## src/rtl/pri_res_pkg.sv

```systemverilog
package pri_res_pkg;

    localparam int ID_W   = 6;
    localparam int WORD_W = 32;
    localparam logic [ID_W-1:0] ID_NONE = '1;

    typedef struct packed {
        logic            hit;
        logic [ID_W-1:0] id;
    } win_t;

    // Places both class results into the status word; reserved bits stay zero.
    function automatic logic [WORD_W-1:0] pack_word(
        input logic            fiq_v,
        input logic [ID_W-1:0] fiq_id,
        input logic            irq_v,
        input logic [ID_W-1:0] irq_id
    );
        logic [WORD_W-1:0] w;
        w        = '0;
        w[31]    = irq_v;
        w[21:16] = irq_v ? irq_id : ID_NONE;
        w[15]    = fiq_v;
        w[5:0]   = fiq_v ? fiq_id : ID_NONE;
        return w;
    endfunction

endpackage

```

## src/rtl/pri_slot_eval.sv

```systemverilog
module pri_slot_eval
    import pri_res_pkg::*;
#(
    parameter int NUM_SRC = 40
) (
    input  logic               en_i,
    input  logic [ID_W-1:0]    id_i,
    input  logic [NUM_SRC-1:0] act_i,
    input  logic [NUM_SRC-1:0] fiq_sel_i,
    output logic               fiq_hit_o,
    output logic               irq_hit_o
);
    localparam int SPAN = 1 << ID_W;

    logic [SPAN-1:0] act_pad;
    logic [SPAN-1:0] sel_pad;
    logic            in_range;
    logic            live;

    assign act_pad  = SPAN'(act_i);
    assign sel_pad  = SPAN'(fiq_sel_i);
    assign in_range = ({1'b0, id_i} < (ID_W + 1)'(NUM_SRC));
    assign live     = en_i & in_range & act_pad[id_i];

    assign fiq_hit_o = live &  sel_pad[id_i];
    assign irq_hit_o = live & ~sel_pad[id_i];

endmodule

```

## src/rtl/pri_chunk_pick.sv

```systemverilog
module pri_chunk_pick
    import pri_res_pkg::*;
#(
    parameter int LANES = 8
) (
    input  logic [LANES-1:0]      fiq_hit_i,
    input  logic [LANES-1:0]      irq_hit_i,
    input  logic [LANES*ID_W-1:0] ids_i,
    output win_t                  fiq_win_o,
    output win_t                  irq_win_o
);
    // Walk from the last lane down so that the lowest lane overwrites last.
    always_comb begin
        fiq_win_o = '0;
        irq_win_o = '0;
        for (int j = LANES - 1; j >= 0; j--) begin
            if (fiq_hit_i[j]) begin
                fiq_win_o.hit = 1'b1;
                fiq_win_o.id  = ids_i[j*ID_W +: ID_W];
            end
            if (irq_hit_i[j]) begin
                irq_win_o.hit = 1'b1;
                irq_win_o.id  = ids_i[j*ID_W +: ID_W];
            end
        end
    end

endmodule

```

## src/rtl/pri_resolver.sv

```systemverilog
module pri_resolver
    import pri_res_pkg::*;
#(
    parameter int NUM_SRC  = 40,
    parameter int NUM_SLOT = 40,
    parameter int LANES    = 8
) (
    input  logic                     clk,
    input  logic                     rst_n,
    input  logic                     start_i,
    input  logic [NUM_SRC-1:0]       act_i,
    input  logic [NUM_SRC-1:0]       fiq_sel_i,
    input  logic [NUM_SLOT-1:0]      slot_en_i,
    input  logic [NUM_SLOT*ID_W-1:0] slot_src_i,
    output logic                     busy_o,
    output logic                     done_o,
    output logic [WORD_W-1:0]        word_o
);
    localparam int NCH       = (NUM_SLOT + LANES - 1) / LANES;
    localparam int CH_W      = (NCH > 1) ? $clog2(NCH) : 1;
    localparam int PAD_SLOTS = NCH * LANES;

    typedef struct packed {
        logic                      busy;
        logic                      done;
        logic [CH_W-1:0]           chunk;
        logic [NUM_SRC-1:0]        act;
        logic [NUM_SRC-1:0]        sel;
        logic [PAD_SLOTS-1:0]      en;
        logic [PAD_SLOTS*ID_W-1:0] ids;
        win_t                      fiq;
        win_t                      irq;
        logic [WORD_W-1:0]         word;
    } st_t;

    st_t st_d, st_q;

    logic [LANES-1:0]      lane_en;
    logic [LANES*ID_W-1:0] lane_ids;
    logic [LANES-1:0]      lane_fiq;
    logic [LANES-1:0]      lane_irq;
    win_t                  fiq_w;
    win_t                  irq_w;

    assign lane_en  = LANES'(st_q.en >> (int'(st_q.chunk) * LANES));
    assign lane_ids = (LANES*ID_W)'(st_q.ids >> (int'(st_q.chunk) * LANES * ID_W));

    for (genvar j = 0; j < LANES; j++) begin : g_lane
        pri_slot_eval #(.NUM_SRC(NUM_SRC)) u_eval (
            .en_i      (lane_en[j]),
            .id_i      (lane_ids[j*ID_W +: ID_W]),
            .act_i     (st_q.act),
            .fiq_sel_i (st_q.sel),
            .fiq_hit_o (lane_fiq[j]),
            .irq_hit_o (lane_irq[j])
        );
    end

    pri_chunk_pick #(.LANES(LANES)) u_pick (
        .fiq_hit_i (lane_fiq),
        .irq_hit_i (lane_irq),
        .ids_i     (lane_ids),
        .fiq_win_o (fiq_w),
        .irq_win_o (irq_w)
    );

    always_comb begin
        st_d      = st_q;
        st_d.done = 1'b0;
        if (!st_q.busy) begin
            if (start_i) begin
                st_d.busy  = 1'b1;
                st_d.chunk = '0;
                st_d.act   = act_i;
                st_d.sel   = fiq_sel_i;
                st_d.en    = PAD_SLOTS'(slot_en_i);
                st_d.ids   = (PAD_SLOTS*ID_W)'(slot_src_i);
                st_d.fiq   = '0;
                st_d.irq   = '0;
            end
        end else begin
            if (!st_q.fiq.hit && fiq_w.hit) st_d.fiq = fiq_w;
            if (!st_q.irq.hit && irq_w.hit) st_d.irq = irq_w;
            if (st_q.chunk == CH_W'(NCH - 1)) begin
                st_d.busy = 1'b0;
                st_d.done = 1'b1;
                st_d.word = pack_word(st_d.fiq.hit, st_d.fiq.id,
                                      st_d.irq.hit, st_d.irq.id);
            end else begin
                st_d.chunk = st_q.chunk + 1'b1;
            end
        end
    end

    always_ff @(posedge clk or negedge rst_n) begin
        if (!rst_n) begin
            st_q      <= '0;
            st_q.word <= pack_word(1'b0, '0, 1'b0, '0);
        end else begin
            st_q <= st_d;
        end
    end

    assign busy_o = st_q.busy;
    assign done_o = st_q.done;
    assign word_o = st_q.word;


    done_pulse_chk: assert property (@(posedge clk) disable iff (!rst_n)
        done_o |=> !done_o);


    done_idle_chk: assert property (@(posedge clk) disable iff (!rst_n)
        done_o |-> !busy_o);


    start_busy_chk: assert property (@(posedge clk) disable iff (!rst_n)
        (start_i && !busy_o) |=> busy_o);


    word_hold_chk: assert property (@(posedge clk) disable iff (!rst_n)
        !$stable(word_o) |-> done_o);


    reserved_zero_chk: assert property (@(posedge clk) disable iff (!rst_n)
        (word_o[30:22] == '0) && (word_o[14:6] == '0));


    fiq_none_chk: assert property (@(posedge clk) disable iff (!rst_n)
        !word_o[15] |-> (word_o[5:0] == ID_NONE));


    irq_none_chk: assert property (@(posedge clk) disable iff (!rst_n)
        !word_o[31] |-> (word_o[21:16] == ID_NONE));

endmodule

```

## config.mk

```make
export PLATFORM = sky130hd
export DESIGN_NAME = pri_resolver
export DESIGN_NICKNAME = d
export VERILOG_FILES = /design/src/rtl/pri_res_pkg.sv /design/src/rtl/pri_slot_eval.sv /design/src/rtl/pri_chunk_pick.sv /design/src/rtl/pri_resolver.sv
export SDC_FILE = /design/constraint.sdc
export NUM_CORES = 1
export LEC_CHECK = 0
export ABC_AREA = 1
export BUFFER_PORTS_ARGS = -buffer_cell sky130_fd_sc_hd__buf_2
export CAP_MARGIN = 15
export CORE_ASPECT_RATIO = 0.75
export CORE_MARGIN = 5
export CORE_UTILIZATION = 35
export CTS_CLUSTER_DIAMETER = 40
export DETAILED_ROUTE_END_ITERATION = 7
export HOLD_SLACK_MARGIN = 0.12
export PLACE_DENSITY_LB_ADDON = 0.1
export SETUP_SLACK_MARGIN = 0.15
export SYNTH_ARGS = -nofsm -noshare
export SYNTH_HDL_FRONTEND = slang
export SYNTH_SLANG_ARGS = --single-unit
```

## constraint.sdc

```tcl
create_clock -name clk -period 2.74 [get_ports clk]
set_clock_uncertainty 0.05 [all_clocks]
set_input_delay 0 -clock clk [delete_from_list [all_inputs] [get_ports clk]]
set_output_delay 0 -clock clk [all_outputs]
set_load 0.02 [all_outputs]
```

==> results of run 1 <==
## tightest hold or removal path, delay by kind of cell
kind	cells	cell delay, ns
AOI/OAI and AO/OA	1	0.10
buffers and inverters	2	0.60
and+or+nand+nor	1	0.03
## stage by stage
step | cell area [um2] | setup slack, ns | util
6_report | 41950 | -1.088 | 0.5870
5_1_grt | 41950 | -1.221 | 0.5870
4_1_cts | 40840 | -0.9183 | 0.5714
3_5_place_dp | 31690 | -1.311 | 0.4435
3_3_place_gp | 31690 | -1.293 | 0.4435
2_1_floorplan | 25370 | -0.1976 | -
## registers in the layout, summed over array words and instances (netlist names)
signal	flops
busy_o	1
st_q	377
done_o	1
word_o	14
## logic make-up after synthesis
| family | synth area share |
|---|---|
| AOI/OAI and AO/OA | 0.1540 |
| adders and majority gates | 0.0009969 |
| DFF | 0.3925 |
| muxes | 0.1072 |
| other | 0.0001494 |
| and+or+nand+nor | 0.2463 |
| buffers and inverters | 0.09881 |
## layout by cell type (no fill, tap or decap), drive strengths merged, types with 5 or more instances in the layout
cell         count
a211oi           5
a21boi           7
a21oi          283
a22oi            5
buf            994
bufinv           5
clkbuf          89
clkinv          16
clkinvlp        16
conb            18
dfrtp          381
dfstp           12
diode           12
dlygate4sd3    583
inv            237
mux2           239
nand2          683
nand3          525
nand4            6
nor2           199
o211ai         122
o21ai          230
o22ai           11
o31ai           12
or2             13
## area by class of cell
cell class / count / area share
multi-input combinational: 2366 / 0.3320
timing repair buffer: 1589 / 0.3274
sequential: 393 / 0.2349
clock buffer: 79 / 0.04250
tap: 957 / 0.02854
inverter: 232 / 0.02246
clock inverter: 41 / 0.01127
antenna: 12 / 0.0007158
timing repair inverter: 1 / 0.0001789
## metal layers
| layer | vias up | track usage | share of wire | wire length, um |
|---|---|---|---|---|
| met2 | 1763 | 0.4962 | 0.43 | 57680 |
| li1 | 13820 | - | - | - |
| met5 | - | 0 | 0.000083 | 11 |
| met4 | 2 | 0.1371 | 0.050 | 6677 |
| met3 | 434 | 0.08469 | 0.10 | 13530 |
| met1 | 14840 | 0.4390 | 0.41 | 55060 |
## repair_timing
action | 4_1_cts | 5_1_grt
gates cloned | 6 | 10
hold endpoints to repair | 756 | 0
resized for setup | 157 | 161
hold buffers | 584 | 0
pin swaps | 20 | 70
setup buffers | 24 | 24
endpoints found under the setup margin | 28 | 28
## final timing paths
kind,end,depth (start not counted),startpoint,slack [ns]
setup / recovery,word_o[1],28,st_q[406],-1.09
hold / removal,st_q[402],4,act_i[36],0.13
setup reg to reg,word_o[1],28,st_q[406],-1.09
hold reg to reg,st_q[44],2,st_q[44],0.43
max in group asynchronous,word_o[4],4,rst_n,1.62
min in group asynchronous,st_q[124],4,rst_n,0.59
==> impl_metrics.toml, run 1 <==
[clock_network]
cts.path.max_buffers = 3
clock_latency_ns = 0.64
root_buffer = "clkbuf_16"
cts_buffers = 66
cts_tree = "yes"
htreeDepth = 3
clkTransAtPathRegs_ns = 0.05
clock-sinks = 393

[placement]
placed_cells = 4890
port_buffers = 378
dp_hpwl_um = 91670
place_congestion = 1.055

[outcome]
violations = "DRC, setup timing"
status = "finished, violations left"

[yosys]
async_flop_share = 1.000
netlist-cell-type-count = 45
synth.most_common_cell = "nand2_1"
synth.area.top_cells = "dfrtp_1 38%, mux2_2 11%, nand3_1 10%"
synth_top_area_share = 0.3799
syn-cell-area_mm2 = 0.02510
yosysSeqAreaShare = 0.3925
yosysWarnings = 0
yosys_most_used_dff = "dfrtp_1"
yosys-top-cells-count = "670 x nand2_1, 522 x nand3_1, 381 x dfrtp_1, 281 x a21oi_1, 239 x mux2_2"
synth_top_cell_by_area = "dfrtp_1"
synth.avg_cell_area_um2 = 7.677
synth_edf_count = 0
syn_inst = 3269
ys_ff_latch = 393

[grt]
grt_pass1_wl_um = 192700
first_global_vias = 31030
track_usage = 0.3251
antenna_found_initial = 11
grt_max_degree = 77
gr-total-overflow = 0

[drt]
drc = 1
drt_first_pass_iters = 8
vias = 30860
drt_iter0_drc = 3286
wirelength_um = 133000
vias_per_cell = 5.443
final_antenna_net_count = 0
wl_per_cell_um = 23.45

[layout]
regArea_mm2 = 0.009854
layout.nets = 5014
multiInputGateArea_mm2 = 0.01393
fillers = 6241
drive_above_1_share = 0.3544
instances_no_fill = 5670
area_growth_pct = 67.17

[sta]
report.final.setup_viol = 28
fmax_mhz = 261.2
min_period_over_period = 1.397
final_hold_viol_count = 0
final_max_slew_viol_count = 0
fin_ws_ns = -1.088
relSlewSlack = 0.5854
finalSetupTns_ns = -27.97
tightest_slew_ns = 0.6195
holdWs_ns = 0.1329
fin_crit_ns = 3.828
rsz0062_at_grt = "yes"

[die]
fp.coreArea_mm2 = 0.07147
fp.dieW_um = 319.2
die_y_um = 241.9
start_util = 0.3512
fp.dieArea_mm2 = 0.07721
ioPinCount = 397
rows = 85

[flow_run]
maxCapViolCount = 0

[setup_path]
critPathMaxStageDelay_ns = 0.51
cp-start-kind = "register"
cp-end-kind = "register"
path_class = "reg -> reg"
cpLargestDelayFamily = "simple AND/OR/NAND/NOR gates"
worstPathRequired_ns = 3.24
cp_slowest_cell = "dfrtp_4"
worstPathMaxFanout = 8
cp.arrival_ns = 4.33
worstPathBufferInverterCount = 11
worst_path_most_repeated_cell = "nand2_1"

[hold_path]
hold_path.class = "in -> reg"
Power of run 1 is not shown: default switching activity piles up to over one toggle a cycle in this logic, so the estimate is an artifact.
==> run 2: changes to the inputs <==
--- a/config.mk
+++ b/config.mk
@@ -10,7 +10,7 @@
 export CAP_MARGIN = 15
 export CORE_ASPECT_RATIO = 0.75
 export CORE_MARGIN = 5
-export CORE_UTILIZATION = 35
+export CORE_UTILIZATION = 25
 export CTS_CLUSTER_DIAMETER = 40
 export DETAILED_ROUTE_END_ITERATION = 7
 export HOLD_SLACK_MARGIN = 0.12
==> run 2 against run 1 <==
  * The run ends with setup timing left
  * Core utilization shrank 14 points
  * Routed wire length grew 5.1%
  * Global-route usage shrank 7.1 points
  * Non-clock buffer count grew 181
==> impl_metrics.toml, run 2 (same netlist as run 1, synthesis figures left out) <==
[layout]
area_growth_pct = 78.56
layout_commonest_cell = "dlygate4sd3_1"
regMostFlops = "st_q"
largest_reg_flops = 377
drive_above_1_share = 0.3382
fillers = 9809
layout.nets = 5204
mostFrequentLayoutCells = "747 x dlygate4sd3_1, 623 x nand2_1, 489 x buf_4, 464 x nand3_1, 379 x dfrtp_1"

[clock_network]
clock_latency_ns = 0.65
htreeDepth = 3
clkTransAtPathRegs_ns = 0.05
cts.path.max_buffers = 3
clock-sinks = 393
root_buffer = "clkbuf_16"
cts_tree = "yes"
cts_buffers = 74

[drt]
final_antenna_net_count = 0
drt_iter0_drc = 2452
drc = 0
wl_per_cell_um = 22.42
wirelength_um = 139700
drt_first_pass_iters = 5
vias_per_cell = 4.849
vias = 30220

[sta]
fmax_mhz = 267.2
finalSetupTns_ns = -25.55
min_period_over_period = 1.366
fin_crit_ns = 3.743
final_hold_viol_count = 0
final_max_slew_viol_count = 0
tightest_slew_ns = 0.7338
relSlewSlack = 0.5057
fin_ws_ns = -1.003
rsz0062_at_grt = "yes"
report.final.setup_viol = 28

[grt]
gr-total-overflow = 0
grt_pass1_wl_um = 204400
track_usage = 0.2538
antenna_found_initial = 7
first_global_vias = 30780
grt_max_degree = 82

[placement]
place_congestion = 0.9467
dp_hpwl_um = 99890
port_buffers = 378

[die]
fp.dieArea_mm2 = 0.1069
fp.coreArea_mm2 = 0.09947
fp.dieW_um = 375.9
start_util = 0.2523
rows = 100
ioPinCount = 397
die_y_um = 284.4

[setup_path]
worst_path_most_repeated_cell = "buf_4"
cp_slowest_cell = "dfrtp_4"
cp-start-kind = "register"
worstPathBufferInverterCount = 7
worstPathMaxFanout = 27
path_cells = "inv_8 > buf_12 > nand2_1 > nand3_1 > nand2_4 > o21ai_4 > buf_12 > buf_4 > nand3_1 > nand3_1 > nand2_2 > nand2_1 > nand2_4 > nand3b_1 > nand3_2 > nor2_4 > buf_4 > nor3_4 > nand3_2 > buf_4 > nor2_4 > nor2_2 > buf_4 > a21boi_2"
worstPathRequired_ns = 3.26
cpLargestDelayFamily = "simple AND/OR/NAND/NOR gates"
cp.arrival_ns = 4.27
path_class = "reg -> reg"
cp-end-kind = "register"
critPathMaxStageDelay_ns = 0.57

[outcome]
violations = "setup timing"
status = "finished, violations left"

[hold_path]
hold_path.class = "in -> reg"

[flow_run]
maxCapViolCount = 0
## run 2: changes by cell type in the layout (fill, tap and decap cells not counted), sizes merged
| cell | delta |
|---|---|
| dlygate4sd3 | +164 |
| buf | +21 |
| clkinv | +10 |
| clkbuf | +8 |
| diode | -5 |
| clkinvlp | -4 |
| inv | -4 |
| bufinv | +2 |
| bufbuf | +1 |
## run 2: routing by layer
metal / vias to the layer above / GRT usage / share of wire
met5: - / 0 / 0.000093
met4: 2 / 0.04534 / 0.017
met3: 155 / 0.05135 / 0.072
met2: 1045 / 0.4011 / 0.45
met1: 14800 / 0.3624 / 0.47
li1: 14220 / - / -
## run 2: layout make-up
type / instances / area, um2 / area share
Clock inverter: 44 / 533.0 / 0.01189
Antenna cell: 7 / 17.52 / 0.0003909
Timing Repair Buffer: 1770 / 15960 / 0.3562
Timing Repair inverter: 2 / 15.01 / 0.0003350
Tap cell: 1326 / 1659 / 0.03702
Sequential cell: 393 / 9854 / 0.2199
Multi-Input combinational cell: 2366 / 13820 / 0.3084
Clock buffer: 92 / 2022 / 0.04512
Inverter: 232 / 932.1 / 0.02080
## run 2: stage by stage
stage	setup WS [ns]	area [um2]	hold WS (ns)	util	std cells
floorplan	-0.1976	25370	-0.3456	-	3286
global placement	-1.710	32610	-0.01968	0.3278	5274
detailed placement	-1.590	32610	-0.02169	0.3278	5274
CTS	-0.9599	44180	0.1214	0.4441	6204
global route	-1.190	44810	0.1357	0.4504	6229
finish	-1.003	44810	0.1475	0.4505	6232
## run 2: repair_timing
action / 4_1_cts / 5_1_grt
hold endpoints to repair: 755 / 0
resized for setup: 209 / 104
hold buffers: 748 / 0
setup endpoints to repair: 28 / 29
cloned: 13 / 6
buffers inserted: 33 / 15
pin swaps: 32 / 21
## run 2: path summary, 6_finish.rpt
check / endpoint / cells past startpoint / slack (ns) / startpoint
min in group asynchronous: st_q[83] / 4 / 0.58 / rst_n
max reg2reg: word_o[21] / 24 / -1.00 / st_q[406]
max in group asynchronous: word_o[4] / 4 / 1.61 / rst_n
max: word_o[21] / 24 / -1.00 / st_q[406]
min: st_q[257] / 4 / 0.15 / slot_src_i[211]
min reg2reg: st_q[34] / 2 / 0.43 / st_q[34]
## run 2: worst register-to-register path: cells and delay by family (launching register included)
kind | cells | cell delay (ns)
flip-flops | 1 | 0.57
AO/OA/AOI/OAI | 2 | 0.36
AND/OR/NAND/NOR | 15 | 1.61
buffers and inverters | 7 | 1.10
Power of run 2 is left out for the same reason.
